**config.mk**
```make
export PLATFORM = sky130hd
export DESIGN_NAME = capcmp_timer
export DESIGN_NICKNAME = d
export VERILOG_FILES = /design/src/rtl/capcmp_timer_pkg.sv /design/src/rtl/capcmp_edge_sync.sv /design/src/rtl/capcmp_flag.sv /design/src/rtl/capcmp_timer.sv
export SDC_FILE = /design/constraint.sdc
export NUM_CORES = 1
export LEC_CHECK = 0
export ABC_AREA = 1
export BUFFER_PORTS_ARGS = -buffer_cell sky130_fd_sc_hd__clkbuf_2
export CELL_PAD_IN_SITES_DETAIL_PLACEMENT = 1
export CELL_PAD_IN_SITES_GLOBAL_PLACEMENT = 1
export CORE_MARGIN = 3
export CORE_UTILIZATION = 35
export CTS_BUF_LIST = sky130_fd_sc_hd__clkbuf_16
export CTS_CLUSTER_SIZE = 24
export DETAILED_ROUTE_END_ITERATION = 10
export PLACE_DENSITY_LB_ADDON = 0.15
export SLEW_MARGIN = 25
export SYNTH_ARGS = -nofsm -noshare
export SYNTH_HDL_FRONTEND = slang
export SYNTH_HIERARCHICAL = 1
export SYNTH_SLANG_ARGS = --single-unit
```
**constraint.sdc**
```tcl
create_clock -name clk -period 1.95 [get_ports clk]
set_input_delay 0 -clock clk [delete_from_list [all_inputs] [get_ports clk]]
set_output_delay 0 -clock clk [all_outputs]
set_load 0.01 [all_outputs]
```
**src/rtl/capcmp_timer_pkg.sv**
```systemverilog
`timescale 1ns/1ps
package capcmp_timer_pkg;
  localparam int NUM_FLAGS = 5;
  // flag indices; status byte = {flags, 3'b000}
  localparam int F_CMP2 = 0;
  localparam int F_CAP2 = 1;
  localparam int F_WRAP = 2;
  localparam int F_CMP1 = 3;
  localparam int F_CAP1 = 4;

  localparam logic [3:0] A_STAT    = 4'd0;
  localparam logic [3:0] A_CNT_HI  = 4'd1;
  localparam logic [3:0] A_CNT_LO  = 4'd2;
  localparam logic [3:0] A_ALT_HI  = 4'd3;
  localparam logic [3:0] A_ALT_LO  = 4'd4;
  localparam logic [3:0] A_CAP1_HI = 4'd5;
  localparam logic [3:0] A_CAP1_LO = 4'd6;
  localparam logic [3:0] A_CAP2_HI = 4'd7;
  localparam logic [3:0] A_CAP2_LO = 4'd8;
  localparam logic [3:0] A_CMP1_HI = 4'd9;
  localparam logic [3:0] A_CMP1_LO = 4'd10;
  localparam logic [3:0] A_CMP2_HI = 4'd11;
  localparam logic [3:0] A_CMP2_LO = 4'd12;
endpackage

```
**src/rtl/capcmp_edge_sync.sv**
```systemverilog
`timescale 1ns/1ps
module capcmp_edge_sync #(
  parameter int STAGES = 2
) (
  input  logic clk,
  input  logic rst,
  input  logic din,
  output logic rise_o
);
  logic [STAGES-1:0] sync_q;
  logic              last_q;

  always_ff @(posedge clk) begin
    if (rst) begin
      sync_q <= '0;
      last_q <= 1'b0;
    end else begin
      sync_q <= {sync_q[STAGES-2:0], din};
      last_q <= sync_q[STAGES-1];
    end
  end

  assign rise_o = sync_q[STAGES-1] & ~last_q;

  assert_single_pulse_R12: assert property (@(posedge clk) disable iff (rst)
    rise_o |=> !rise_o);
endmodule

```
**src/rtl/capcmp_flag.sv**
```systemverilog
`timescale 1ns/1ps
module capcmp_flag (
  input  logic clk,
  input  logic rst,
  input  logic set_i,
  input  logic stat_rd_i,
  input  logic clr_acc_i,
  output logic flag_o
);
  logic arm_q;

  always_ff @(posedge clk) begin
    if (rst) begin
      arm_q  <= 1'b0;
      flag_o <= 1'b0;
    end else begin
      if (stat_rd_i)      arm_q <= flag_o;
      else if (clr_acc_i) arm_q <= 1'b0;
      if (set_i)                   flag_o <= 1'b1;
      else if (clr_acc_i && arm_q) flag_o <= 1'b0;
    end
  end

  assert_set_wins_R11: assert property (@(posedge clk) disable iff (rst)
    set_i |=> flag_o);
  assert_sticky_R10: assert property (@(posedge clk) disable iff (rst)
    flag_o && !(clr_acc_i && arm_q) |=> flag_o);
  assert_unarmed_keep_R10: assert property (@(posedge clk) disable iff (rst)
    stat_rd_i && !flag_o && !set_i ##1 clr_acc_i |=> flag_o == $past(flag_o));
endmodule

```
**src/rtl/capcmp_timer.sv**
```systemverilog
`timescale 1ns/1ps
module capcmp_timer
  import capcmp_timer_pkg::*;
#(
  parameter int          BUS_W    = 8,
  parameter logic [31:0] CMP1_RST = 32'h0000_8000,
  parameter logic [31:0] CMP2_RST = 32'h0000_FFFF
) (
  input  logic             clk,
  input  logic             rst,
  input  logic             pwm_mode,
  input  logic             cap1_in,
  input  logic             cap2_in,
  input  logic [3:0]       bus_addr,
  input  logic             bus_rd,
  input  logic             bus_wr,
  input  logic [BUS_W-1:0] bus_wdata,
  output logic [BUS_W-1:0] bus_rdata
);
  localparam int CNT_W  = 2 * BUS_W;
  localparam int NUM_CH = 2;
  localparam logic [CNT_W-1:0] CNT_MAX = '1;

  logic [CNT_W-1:0]     cnt_q;
  logic [CNT_W-1:0]     cmp1_q, cmp2_q;
  logic [CNT_W-1:0]     cap_q [NUM_CH];
  logic [NUM_CH-1:0]    cap_pins, cap_rise;
  logic [NUM_FLAGS-1:0] flags, flag_set, flag_clr;
  logic                 bus_acc, stat_rd, hit1, hit2;
  logic [BUS_W-1:0]     status;

  // free-running counter
  always_ff @(posedge clk) begin
    if (rst) cnt_q <= '0;
    else     cnt_q <= cnt_q + 1'b1;
  end

  // capture channels
  assign cap_pins = {cap2_in, cap1_in};
  for (genvar ch = 0; ch < NUM_CH; ch++) begin : g_cap
    capcmp_edge_sync #(.STAGES(2)) u_sync (
      .clk(clk), .rst(rst), .din(cap_pins[ch]), .rise_o(cap_rise[ch]));
    always_ff @(posedge clk) begin
      if (cap_rise[ch]) cap_q[ch] <= cnt_q;
    end
    assert_cap_load_R9: assert property (@(posedge clk) disable iff (rst)
      cap_rise[ch] |=> cap_q[ch] == $past(cnt_q));
  end

  // compare registers, byte writes
  always_ff @(posedge clk) begin
    if (rst) begin
      cmp1_q <= CMP1_RST[CNT_W-1:0];
      cmp2_q <= CMP2_RST[CNT_W-1:0];
    end else if (bus_wr) begin
      case (bus_addr)
        A_CMP1_HI: cmp1_q[CNT_W-1:BUS_W] <= bus_wdata;
        A_CMP1_LO: cmp1_q[BUS_W-1:0]     <= bus_wdata;
        A_CMP2_HI: cmp2_q[CNT_W-1:BUS_W] <= bus_wdata;
        A_CMP2_LO: cmp2_q[BUS_W-1:0]     <= bus_wdata;
        default: ;
      endcase
    end
  end

  assign hit1    = (cnt_q == cmp1_q);
  assign hit2    = (cnt_q == cmp2_q);
  assign bus_acc = bus_rd | bus_wr;
  assign stat_rd = bus_rd && (bus_addr == A_STAT);

  always_comb begin
    flag_set         = '0;
    flag_set[F_CMP2] = hit2;
    flag_set[F_CAP2] = cap_rise[1];
    flag_set[F_WRAP] = (cnt_q == CNT_MAX);
    flag_set[F_CMP1] = hit1;
    flag_set[F_CAP1] = cap_rise[0] | (pwm_mode & hit2);
    flag_clr         = '0;
    flag_clr[F_CMP2] = bus_acc && (bus_addr == A_CMP2_LO);
    flag_clr[F_CAP2] = bus_acc && (bus_addr == A_CAP2_LO);
    flag_clr[F_WRAP] = bus_acc && (bus_addr == A_CNT_LO);
    flag_clr[F_CMP1] = bus_acc && (bus_addr == A_CMP1_LO);
    flag_clr[F_CAP1] = bus_acc && (bus_addr == A_CAP1_LO);
  end

  for (genvar f = 0; f < NUM_FLAGS; f++) begin : g_flag
    capcmp_flag u_flag (
      .clk(clk), .rst(rst), .set_i(flag_set[f]), .stat_rd_i(stat_rd),
      .clr_acc_i(flag_clr[f]), .flag_o(flags[f]));
  end

  assign status = {flags, {(BUS_W-NUM_FLAGS){1'b0}}};

  // registered read mux
  always_ff @(posedge clk) begin
    if (rst) bus_rdata <= '0;
    else if (bus_rd) begin
      case (bus_addr)
        A_STAT:              bus_rdata <= status;
        A_CNT_HI, A_ALT_HI:  bus_rdata <= cnt_q[CNT_W-1:BUS_W];
        A_CNT_LO, A_ALT_LO:  bus_rdata <= cnt_q[BUS_W-1:0];
        A_CAP1_HI:           bus_rdata <= cap_q[0][CNT_W-1:BUS_W];
        A_CAP1_LO:           bus_rdata <= cap_q[0][BUS_W-1:0];
        A_CAP2_HI:           bus_rdata <= cap_q[1][CNT_W-1:BUS_W];
        A_CAP2_LO:           bus_rdata <= cap_q[1][BUS_W-1:0];
        A_CMP1_HI:           bus_rdata <= cmp1_q[CNT_W-1:BUS_W];
        A_CMP1_LO:           bus_rdata <= cmp1_q[BUS_W-1:0];
        A_CMP2_HI:           bus_rdata <= cmp2_q[CNT_W-1:BUS_W];
        A_CMP2_LO:           bus_rdata <= cmp2_q[BUS_W-1:0];
        default:             bus_rdata <= '0;
      endcase
    end
  end

  assert_status_pad_R1: assert property (@(posedge clk) disable iff (rst)
    stat_rd |=> bus_rdata[2:0] == 3'b000);
  assert_count_step_R2: assert property (@(posedge clk) disable iff (rst)
    1'b1 |=> cnt_q == $past(cnt_q) + 1'b1);
  assert_wrap_flag_R3: assert property (@(posedge clk) disable iff (rst)
    cnt_q == CNT_MAX |=> flags[F_WRAP]);
  assert_pwm_set_R8: assert property (@(posedge clk) disable iff (rst)
    pwm_mode && hit2 |=> flags[F_CAP1]);
endmodule

```
==> flow_metrics.tcl <==
set metrics [dict create \
    min_period_ns 1.73 \
    setup_violations 0 \
    gr-total-overflow 0 \
    first_pass_iters 4 \
    worstSetupStartpointType "flip-flop" \
    fillers 1672 \
    clockRootBuffer "clkbuf_16" \
    syn_nets 650 \
    drc 0 \
    cts_sinks 104 \
    vias 4311 \
    initial_core_util_pct 36.4 \
    clkSlewWorstSetupHoldPaths_ns 0.07 \
    drv_slew 0 \
    die_y_um 124 \
    numCtsBuffers 9 \
    power_leakage_nw 2.35 \
    cp-end-kind "flip-flop" \
    final_layout_size_suffix_gt1_share_pct 14.1 \
    run_status "finished, final reports clean" \
    hold_slack_ns 0.0144 \
    ys_seq_area_share_pct 49.1 \
    max_freq_mhz 578 \
    grt_first_pass_wirelength_mm 24.6 \
    stdcell_area_um2 5710 \
    place_area_um2 5290 \
    grt.total_usage_pct 20.5 \
    cts_buffer_depth 2 \
    crit_type "flip-flop to flip-flop" \
    grt_max_degree 41 \
    hold_violations 0 \
    ys_seq_elements 104 \
    rsz0062_at_grt "no" \
    synthCells 630 \
    finalWeightedCongestion 0.906 \
    numPortBuffers 26 \
    period_share_pct 88.7 \
    pre_cts_ws_ns 0.212 \
    synth_cell_type_count 35 \
    core_um2 13500 \
    hold_class "input port to flip-flop" \
    dieArea_um2 15400 \
    yosysWarningCount 6 \
    wire_per_inst_um 18.0 \
    postRouteWirelength_mm 15.4 \
    crit_required_ns 2.17 \
    die_w_um 124 \
    crit_fanout 5 \
    fin_setup_tns_ns 0 \
    vdd_ir_drop_max_mv 0.710 \
    multiInputGateArea_um2 2210 \
    maxCapViolCount 0 \
    seq_area_um2 2400 \
    synthToLayoutAreaGrowth_pct 16.6 \
    clock_skew_ns 0.00826 \
    relSlewSlack_pct 64.4 \
    worst_slack_ns 0.220 \
    worst_pin_slew_ns 0.533 \
    ant_nets 0 \
    cts_setup_buffers 0 \
    diodes 0 \
    post_synth.cell_area_avg_um2 7.77 \
    nets 698 \
    cts_htree_levels 3 \
    cellPowerDensity_nw_per_um2 810 \
    insertion_delay_ns 0.35 \
    row_count 42 \
    first_iter_violations 309 \
    antenna_found_initial 0 \
    grt_pass1_vias 4477 \
    pin_count 27 \
    cts_tree "done" \
    worstPathArrival_ns 1.95 \
    dpl.hpwl_mm 11.8 \
    syn_area_um2 4890 \
    viasPerCell 5.02 \
]
## registers in the layout (all words and copies together) (netlist names)
name,flops
cap_q,32
cmp1_q,16
cmp2_q,16
cnt_q,16
bus_rdata,8
g_flag.u_flag/arm_q,5
g_flag.u_flag/flag_o,5
g_cap.u_sync/sync_q,4
g_cap.u_sync/last_q,2
## layer usage
metal  vias up  part of all wire (%)  track usage, %
met1      2098                    47            27.3
met4         0                   2.4            6.25
met5         -                     0               0
met3        19                   3.4            3.73
met2        68                    47            33.9
li1       2126                     -               -
## worst paths after layout
check	start	to	slack [ns]	cells after the start
worst min register to register	g_cap[1].u_sync/sync_q[0]	g_cap[1].u_sync/sync_q[1]	0.41	2
worst min-delay path	pwm_mode	g_flag[4].u_flag/flag_o	0.01	5
worst max register to register	cnt_q[2]	cnt_q[15]	0.22	8
worst max-delay path	cnt_q[2]	cnt_q[15]	0.22	8
## layout make-up
class | instances | share of cell area, %
multi-input combinational | 457 | 38.8
inverter | 53 | 3.49
sequential | 104 | 42.1
clock buffer | 9 | 3.95
clock inverter | 7 | 1.58
timing repair buffer | 53 | 6.27
tap | 176 | 3.86
## logic make-up after synthesis
kind of cell / share of synthesized area, %
simple gates: 32.2
flops: 49.1
compound gates: 8.51
buf+inv: 5.83
xor+xnor: 4.12
fa+ha+maj: 0.256
## cell usage in the layout, fill, tap and decap left out, types with 7 or more instances in the layout
cell type,instances
clkbuf_16,9
a21oi_1,45
nor3_1,14
xnor2_1,7
nand3_1,51
nand2_2,12
dfxtp_1,72
inv_1,50
edfxtp_1,32
clkbuf_2,26
nor2_1,59
dlygate4sd3_1,10
nand2_1,195
o21ai_0,16
buf_4,17
xor2_1,16
## repair_timing
action,in CTS,in global routing
endpoints found under the hold margin,26,0
resized for setup,0,1
setup endpoints to repair,0,1
hold buffers,10,0
## synthesized netlist by cell type, drive strengths merged
master / number / area share, %
inv: 51 / 3.9
a21oi: 51 / 5.7
and3: 1 / 0.13
xnor2: 7 / 1.3
o21ai: 16 / 1.6
nand2: 209 / 17
nand4: 4 / 0.51
xor2: 16 / 2.9
o211ai: 2 / 0.31
nand3: 52 / 5.4
or2: 2 / 0.26
ha: 1 / 0.26
nor4: 1 / 0.13
nor3: 15 / 1.6
nor2: 71 / 6.7
edfxtp: 32 / 20
a31oi: 1 / 0.13
dfxtp: 72 / 29
and2: 1 / 0.13
buf: 7 / 1.1
nor3b: 2 / 0.31
clkbuf: 9 / 0.69
o21bai: 5 / 0.77
clkinv: 2 / 0.15
## where the power goes
part / switching [W] / total [W] / internal, W / leakage (nW)
Clock: 0.000820 / 0.00194 / 0.00112 / 0.150
Combinational: 0.000246 / 0.000370 / 0.000124 / 1.33
Sequential: 0.0000352 / 0.00231 / 0.00228 / 0.868
Total: 0.00110 / 0.00462 / 0.00352 / 2.35
## per-stage QoR
stage          instances  total power, W  utilization, %
4_1_cts              859         0.00467            42.4
6_report             859         0.00462            42.4
3_5_place_dp         833         0.00272            39.3
2_1_floorplan        630         0.00257               -
5_1_grt              859         0.00481            42.4
3_3_place_gp         833         0.00271            39.3
## worst max-delay path, cell delays in order, from the launching register on
cell and delay (ns):
dfxtp_1 0.46, buf_4 0.19, nand3_2 0.10, nor2_2 0.16
nand2_1 0.14, nor2_2 0.16, nand2_1 0.12, nor3_1 0.19
nor3_2 0.06
No activity file was read; power rests on OpenSTA's default activity.
